<file path="src/rtl/scan_irq_pkg.sv">
package scan_irq_pkg;

  // Page codes (A15..A13) that carry the four registers.
  localparam logic [2:0] PAGE_LOAD = 3'b110;
  localparam logic [2:0] PAGE_CTRL = 3'b111;

  // One-hot decoded register command.
  typedef struct packed {
    logic set_latch;
    logic force_load;
    logic irq_off;
    logic irq_on;
  } wr_cmd_t;

  localparam wr_cmd_t CMD_NONE = '{default: 1'b0};

endpackage

</file>
<file path="src/rtl/scan_irq_decode.sv">
module scan_irq_decode
  import scan_irq_pkg::*;
(
  input  logic       wr_en,
  input  logic [2:0] wr_page,
  input  logic       wr_odd,
  output wr_cmd_t    cmd
);

  always_comb begin
    cmd = CMD_NONE;
    if (wr_en) begin
      unique case (wr_page)
        PAGE_LOAD: begin
          cmd.set_latch  = ~wr_odd;
          cmd.force_load =  wr_odd;
        end
        PAGE_CTRL: begin
          cmd.irq_off = ~wr_odd;
          cmd.irq_on  =  wr_odd;
        end
        default: cmd = CMD_NONE;
      endcase
    end
  end

endmodule

</file>
<file path="src/rtl/scan_irq_ctrl.sv">
module scan_irq_ctrl
  import scan_irq_pkg::*;
#(
  parameter int DATA_W = 8
) (
  input  logic              clk,
  input  logic              rst_n,
  input  wr_cmd_t           cmd,
  input  logic [DATA_W-1:0] wr_data,
  input  logic              line_tick,
  output logic              load,
  output logic [DATA_W-1:0] load_val,
  output logic              en_next,
  output logic              irq_clr,
  output logic              en_q
);

  logic [DATA_W-1:0] latch_q, latch_d;
  logic              pend_q, pend_d;
  logic              dir_q, dir_d;

  always_comb begin
    latch_d  = latch_q;
    pend_d   = pend_q;
    dir_d    = dir_q;
    en_next  = en_q;
    load     = 1'b0;
    load_val = latch_q;
    irq_clr  = 1'b0;

    if (cmd.set_latch) begin
      latch_d = wr_data;
      if (dir_q) begin
        load     = 1'b1;
        load_val = wr_data;
        pend_d   = 1'b0;
      end else begin
        pend_d   = 1'b1;
      end
    end
    if (cmd.force_load) load = 1'b1;
    if (cmd.irq_off) begin
      en_next = 1'b0;
      dir_d   = 1'b1;
      irq_clr = 1'b1;
    end
    if (cmd.irq_on) begin
      en_next = 1'b1;
      if (pend_q) load = 1'b1;
    end
    // A tick after the write closes the direct-load window.
    if (line_tick) dir_d = 1'b0;
  end

  always_ff @(posedge clk or negedge rst_n) begin
    if (!rst_n) begin
      latch_q <= '0;
      pend_q  <= 1'b0;
      dir_q   <= 1'b0;
      en_q    <= 1'b0;
    end else begin
      latch_q <= latch_d;
      pend_q  <= pend_d;
      dir_q   <= dir_d;
      en_q    <= en_next;
    end
  end

endmodule

</file>
<file path="src/rtl/scan_irq_count.sv">
module scan_irq_count #(
  parameter int DATA_W = 8,
  localparam int CW    = DATA_W + 1
) (
  input  logic              clk,
  input  logic              rst_n,
  input  logic              load,
  input  logic [DATA_W-1:0] load_val,
  input  logic              line_tick,
  input  logic              en_next,
  input  logic              irq_clr,
  output logic [CW-1:0]     cnt_q,
  output logic              irq_q
);

  localparam logic [CW-1:0] ONE = CW'(1);

  logic [CW-1:0] base, cnt_d;
  logic          step, fire;

  always_comb begin
    base  = load ? {1'b0, load_val} : cnt_q;
    step  = line_tick && !base[CW-1];
    cnt_d = step ? base - ONE : base;
    fire  = step && (base == '0) && en_next;
  end

  always_ff @(posedge clk or negedge rst_n) begin
    if (!rst_n) begin
      cnt_q <= '0;
      irq_q <= 1'b0;
    end else begin
      cnt_q <= cnt_d;
      irq_q <= (irq_q && !irq_clr) || fire;
    end
  end

endmodule

</file>
<file path="src/rtl/scan_irq_counter.sv">
module scan_irq_counter
  import scan_irq_pkg::*;
#(
  parameter int DATA_W = 8
) (
  input  logic              clk,
  input  logic              rst_n,
  input  logic              wr_en,
  input  logic [2:0]        wr_page,
  input  logic              wr_odd,
  input  logic [DATA_W-1:0] wr_data,
  input  logic              line_tick,
  output logic              irq
);

  localparam int CW = DATA_W + 1;

  wr_cmd_t           cmd;
  logic              load, en_next, irq_clr, en_q;
  logic [DATA_W-1:0] load_val;
  logic [CW-1:0]     cnt_q;

  scan_irq_decode u_dec (
    .wr_en  (wr_en),
    .wr_page(wr_page),
    .wr_odd (wr_odd),
    .cmd    (cmd)
  );

  scan_irq_ctrl #(.DATA_W(DATA_W)) u_ctrl (
    .clk      (clk),
    .rst_n    (rst_n),
    .cmd      (cmd),
    .wr_data  (wr_data),
    .line_tick(line_tick),
    .load     (load),
    .load_val (load_val),
    .en_next  (en_next),
    .irq_clr  (irq_clr),
    .en_q     (en_q)
  );

  scan_irq_count #(.DATA_W(DATA_W)) u_cnt (
    .clk      (clk),
    .rst_n    (rst_n),
    .load     (load),
    .load_val (load_val),
    .line_tick(line_tick),
    .en_next  (en_next),
    .irq_clr  (irq_clr),
    .cnt_q    (cnt_q),
    .irq_q    (irq)
  );

endmodule

</file>
<file path="config.mk">
export PLATFORM = sky130hd
export DESIGN_NAME = scan_irq_counter
export DESIGN_NICKNAME = d
export VERILOG_FILES = /design/src/rtl/scan_irq_pkg.sv /design/src/rtl/scan_irq_decode.sv /design/src/rtl/scan_irq_ctrl.sv /design/src/rtl/scan_irq_count.sv /design/src/rtl/scan_irq_counter.sv
export SDC_FILE = /design/constraint.sdc
export NUM_CORES = 1
export LEC_CHECK = 0
export BUFFER_PORTS_ARGS = -buffer_cell sky130_fd_sc_hd__buf_2
export CORE_ASPECT_RATIO = 0.9
export CORE_MARGIN = 1.5
export CORE_UTILIZATION = 25
export CTS_CLUSTER_SIZE = 28
export DETAILED_ROUTE_END_ITERATION = 8
export GPL_TIMING_DRIVEN = 0
export HOLD_SLACK_MARGIN = 0.15
export PLACE_DENSITY = 0.54
export SYNTH_ARGS = -nofsm -noshare
export SYNTH_HDL_FRONTEND = slang
export SYNTH_SLANG_ARGS = --single-unit
export TNS_END_PERCENT = 100
</file>
<file path="constraint.sdc">
create_clock -name clk -period 2.1 [get_ports clk]
set_clock_uncertainty 0.15 [all_clocks]
set_input_delay 0.105 -clock clk [delete_from_list [all_inputs] [get_ports clk]]
set_output_delay 0.105 -clock clk [all_outputs]
set_load 0.01 [all_outputs]
</file>
Word-level counts from Yosys, hierarchy flattened
Index checks and enable logic that the tools add are counted.

storage, ports and cells
  input port bits = 16
  output and inout port bits = 1
  bits in registers = 21
  word-level logic and storage cells = 37

cells by class
  equality and inequality tests = 2
  reductions and logical operators = 9
  mux-type cells = 18
  add/subtract/negate cells = 1
  bitwise gates (word level) = 1

operator list
  operator                                           count
  2-to-1 mux 9 bit                                   2
  2-to-1 mux 8 bit                                   2
  2-to-1 mux 1 bit                                   11
  logical NOT 9 bit                                  1
  subtractor 9 x 1 -> 9 bit (second input constant)  1
  == test 3 bit (second input constant)              2
  logical AND 1 bit                                  4
  2-to-1 mux 2 bit                                   2
  2-to-1 mux 4 bit                                   1
  logical NOT 1 bit                                  2
  nonzero test 2 bit                                 1
  logical OR 1 bit                                   1
  inverter 1 bit                                     1

Longest topological paths before layout
  depth in word-level cells = 13
  depth in mapped cells = 10
  gate-level depth less buffers = 8

Hierarchy
Synthesis repeated with hierarchy kept, for this count alone.

unflattened totals
  cell total of the unflattened synthesis = 107
  area, all modules = 1237.4 µm²

by module, submodules not included
  module           cells each  instances  area each (µm²)
  scan_irq_count   61          1          631.9
  scan_irq_ctrl    38          1          556.8
  scan_irq_decode  8           1          48.8

Worst setup path after synthesis
Ideal clock, no wire load.

  kind = flip-flop to flip-flop
  start point = register u_ctrl.pend_q
  end point = register u_cnt.cnt_q[8]
  arrival = 1.718 ns
  period minus slack after synthesis = 1.990 ns
  slack = 0.110 ns
  library setup time = 0.121 ns
  stages on the path, launching flop included = 10
  cell sequence = dfrtp_1 -> nand2b_1 -> clkbuf_1 -> nand4_1 -> a31oi_1 -> inv_1 -> ha_1 -> nor3b_2 -> nand3b_1 -> nand2_1

on the way
  longest elaborated chain between the ends = 6
  elaborated cells between the ends (all ways) = 7
  those cells by class = add/sub: 1; mux: 4; reduce/logical: 2

RTL lines
  item                                                               line                  text
  start, declared                                                    scan_irq_ctrl.sv:19   logic pend_q, pend_d;
  start signal, assigned                                             scan_irq_ctrl.sv:63   pend_q <= pend_d;
  2-to-1 mux 1 bit (*)                                               scan_irq_ctrl.sv:49   if (pend_q) load = 1'b1;
  2-to-1 mux 1 bit (*)                                               scan_irq_ctrl.sv:47   if (cmd.irq_on) begin
  2-to-1 mux 9 bit (*)                                               scan_irq_count.sv:22  base = load ? {1'b0, load_val} : cnt_q;
  branches (longest 2 deep; another with subtractor 9 x 1 -> 9 bit)  --
  2-to-1 mux 9 bit (*)                                               scan_irq_count.sv:24  cnt_d = step ? base - ONE : base;
  net u_cnt.cnt_d[8]                                                 scan_irq_count.sv:18  logic [CW-1:0] base, cnt_d;
  end signal, assigned                                               scan_irq_count.sv:33  cnt_q <= cnt_d;
  end, declared                                                      scan_irq_count.sv:12  output logic [CW-1:0] cnt_q,

Mark *: on every way through the listed nets, which the timed path passes.
A chain may end at the register's enable or synchronous reset.

Final worst setup path
  start point = register u_ctrl.dir_q
  end point = register u_cnt.irq_q

on the way
  longest elaborated chain between the ends = 11
  elaborated cells between the ends (all ways) = 14
  those cells by class = mux: 8; reduce/logical: 6

RTL lines
  item                                                       line                  text
  start, declared                                            scan_irq_ctrl.sv:20   logic dir_q, dir_d;
  start signal, assigned                                     scan_irq_ctrl.sv:64   dir_q <= dir_d;
  2-to-1 mux 1 bit                                           scan_irq_ctrl.sv:33   if (dir_q) begin
  2-to-1 mux 1 bit                                           scan_irq_ctrl.sv:31   if (cmd.set_latch) begin
  2-to-1 mux 1 bit                                           scan_irq_ctrl.sv:41   if (cmd.force_load) load = 1'b1;
  2-to-1 mux 1 bit                                           scan_irq_ctrl.sv:49
  2-to-1 mux 1 bit                                           scan_irq_ctrl.sv:47
  2-to-1 mux 9 bit (*)                                       scan_irq_count.sv:22
  branches (longest 2 deep; another with logical NOT 9 bit)  --
  logical AND 1 bit (*) (2 in a row)                         scan_irq_count.sv:25  fire = step && (base == '0) && en_next;
  logical OR 1 bit (*)                                       scan_irq_count.sv:34  irq_q <= (irq_q && !irq_clr) || fire;
  end signal, assigned                                       scan_irq_count.sv:34
  end, declared                                              scan_irq_count.sv:13  output logic irq_q

Mark *: on every way between the ends.

==> flow_metrics.py <==
metrics = {
    "synth": {
        "seq_area_frac_synth_pct": 42.6,
        "synth_area_per_cell_um2": 10.7,
        "post_synth_num_cell_types": 37,
        "ys_seq_elements": 21,
        "synthCells": 115,
        "synth_area_um2": 1230,
        "syn-num-nets": 132,
        "yosysWarnings": 0,
    },
    "floorplan": {
        "die_y_um": 69.7,
        "ios": 17,
        "die_w_um": 77.1,
        "die_area_um2": 5370,
        "num_rows": 24,
        "core_area_um2": 4800,
        "initial_core_util_pct": 25.7,
    },
    "setup_path": {
        "critPathKind": "reg -> reg",
        "arrival_ps": 2000,
        "reg2reg_from": "u_ctrl.dir_q",
        "startpoint_type": "register",
        "cp.required_ps": 2100,
        "regToRegEndpoint": "u_cnt.irq_q",
        "critPathMaxFanout": 7,
        "crit_end": "u_cnt.irq_q",
        "reg2reg_depth": 10,
        "cp-startpoint": "u_ctrl.dir_q",
        "cp-end-kind": "register",
        "r2r_slack_ps": 100,
    },
    "place": {
        "dpl_worst_slack_ps": -277,
        "port_buffers": 16,
        "dp.cells": 196,
        "dpl_cell_area_um2": 1400,
        "place.gp.congestion": 0.756,
        "dp_hpwl_um": 2120,
    },
    "clock_tree": {
        "clk_path_buf_depth": 2,
        "cts_buffers": 3,
        "worst_skew_pair.late_latency_ps": 260,
        "cts_sinks": 21,
        "cts_tree": "yes",
        "h-tree-depth": 1,
        "root_buffer": "clkbuf_8",
        "path_clk_slew_ps": 70,
    },
    "cells_and_area": {
        "fin_util_pct": 34.9,
        "layoutNonFillerInstCount": 213,
        "diodes": 0,
        "final_cell_mix": "21 x dfrtp_1, 17 x buf_2, 12 x dlygate4sd3_1",
        "final_area_um2": 1680,
        "layout_commonest_cell": "dfrtp_1",
        "fin_nets": 166,
        "fillers": 514,
        "drive_above_1_share_pct": 39.2,
        "areaGrowthSynthToFinish_pct": 35.9,
    },
    "detailed_routing": {
        "drtIter0Drc": 22,
        "firstDrtPassIters": 4,
        "drc": 0,
        "avgRoutedWirePerCell_um": 14.4,
        "final_antenna_net_count": 0,
        "post_drt_via_cell_ratio": 4.82,
        "wl_met3_um": 111,
        "top_layer": "met4",
        "drt_wl_total_um": 3070,
        "drt-met1-wl_um": 1470,
        "vias": 1027,
        "met2WireLength_um": 1460,
    },
    "timing": {
        "slew_viol_final": 0,
        "final.period_utilization_pct": 95.0,
        "max_slew.worst_pin.slew_ps": 639,
        "max_freq_mhz": 501,
        "finalSetupTns_ps": 0,
        "fin_hold_ws_ps": 192,
        "setup_slack_ps": 105,
        "relSlewSlack_pct": 57.1,
        "setup_violations": 0,
        "fin_crit_ps": 2000,
        "hold_violations": 0,
    },
    "global_route": {
        "antenna_found_initial": 0,
        "grt_max_degree": 22,
        "grt_pass1_wl_um": 5220,
        "groute.usage.overall_pct": 12.2,
        "overflow": 0,
        "grt_pass1_vias": 1096,
    },
    "power": {
        "leakagePower_nw": 0.664,
        "p_per_area_nw_per_um2": 883,
        "power_mw": 1.48,
        "peakVddDrop_mv": 0.251,
    },
    "min_path": {
        "holdCritPathClass": "in -> async",
    },
    "outcome": {
        "status": "finished clean",
    },
    "run": {
        "maxCapViolations": 0,
    },
}
==> cell usage after synthesis, drive strengths merged <==
master	number	area share, %
nor2b	1	0.51
nand3	4	2.6
dfrtp	21	43
ha	1	1.0
nand3b	2	1.2
a21oi	1	0.40
nor4	2	2.7
nor2	4	1.4
a31oi	8	5.6
nor3b	1	1.0
and3	1	0.51
o21a	1	0.61
nand4b	1	1.9
xnor2	5	3.5
nor3	9	4.1
mux2	8	7.3
nand2b	3	2.1
inv	3	0.91
o21ai	5	2.3
nand4	7	3.5
nand2	11	3.3
clkbuf	1	0.30
o31ai	7	4.7
and4b	1	0.81
buf	5	3.5
xor2	2	1.4
==> timing repair <==
action / CTS / global route
hold buffers: 12 / 0
pin swaps: 0 / 5
endpoints found under the hold margin: 35 / 0
gates resized for setup: 3 / 17
setup endpoints to repair: 6 / 6
buffers inserted: 0 / 2
==> area by class of cell <==
cell class / count / area [um2] / area share [%]
Timing Repair Buffer: 30 / 215 / 12.8
Buffer: 5 / 53.8 / 3.21
Sequential cell: 21 / 526 / 31.3
Clock buffer: 4 / 45.0 / 2.68
Tap cell: 65 / 81.3 / 4.85
Multi-Input combinational cell: 85 / 746 / 44.4
Inverter: 3 / 11.3 / 0.671
==> report_power, final <==
group / switching, mW / internal, mW / total (mW)
Combinational: 0.319 / 0.300 / 0.619
Sequential: 0.0618 / 0.537 / 0.599
Clock: 0.130 / 0.135 / 0.265
Total: 0.510 / 0.972 / 1.48
==> cell families (layout without fill, tap and decap cells) <==
kind of cell	Yosys count	after routing	share of synthesized area, %
flops	21	21	42.6
simple gates	47	47	25.8
buf+inv	9	42	4.76
compound gates	22	22	13.6
fa+ha+maj	1	1	1.01
mux	8	8	7.30
xor+xnor	7	7	4.96
==> worst min-delay path by stage <==
stage / end / slack (ps) / cells after the start
final: u_ctrl.latch_q[7] / 190 / 2
after global routing: u_cnt.cnt_q[7] / 230 / 2
after CTS: u_ctrl.pend_q / 180 / 3
after detailed placement: u_cnt.irq_q / -40 / 1
after global placement: u_cnt.irq_q / -60 / 1
after floorplan: u_cnt.cnt_q[0] / -340 / 0
==> flip-flops by register name, summed over array words and instances (netlist names) <==
register,count
u_cnt.cnt_q,9
u_ctrl.latch_q,8
u_cnt.irq_q,1
u_ctrl.dir_q,1
u_ctrl.en_q,1
u_ctrl.pend_q,1
==> layer usage <==
layer | vias to the layer above | global-route usage, %
met5 | - | 0
met4 | 0 | 3.03
met3 | 5 | 2.63
met2 | 14 | 20.7
met1 | 515 | 15.8
li1 | 493 | -
==> worst max-delay path: stages, from the launching register on <==
cell and delay [ps]:
dfrtp_1 360, nand2b_1 70, buf_6 130, nand2b_4 150, buf_8 150, a31oi_4 220, inv_1 80, ha_2 200
nor3b_4 150, nand3b_1 160, o21ai_2 70
Note: power is estimated with default switching activity, not from simulation.
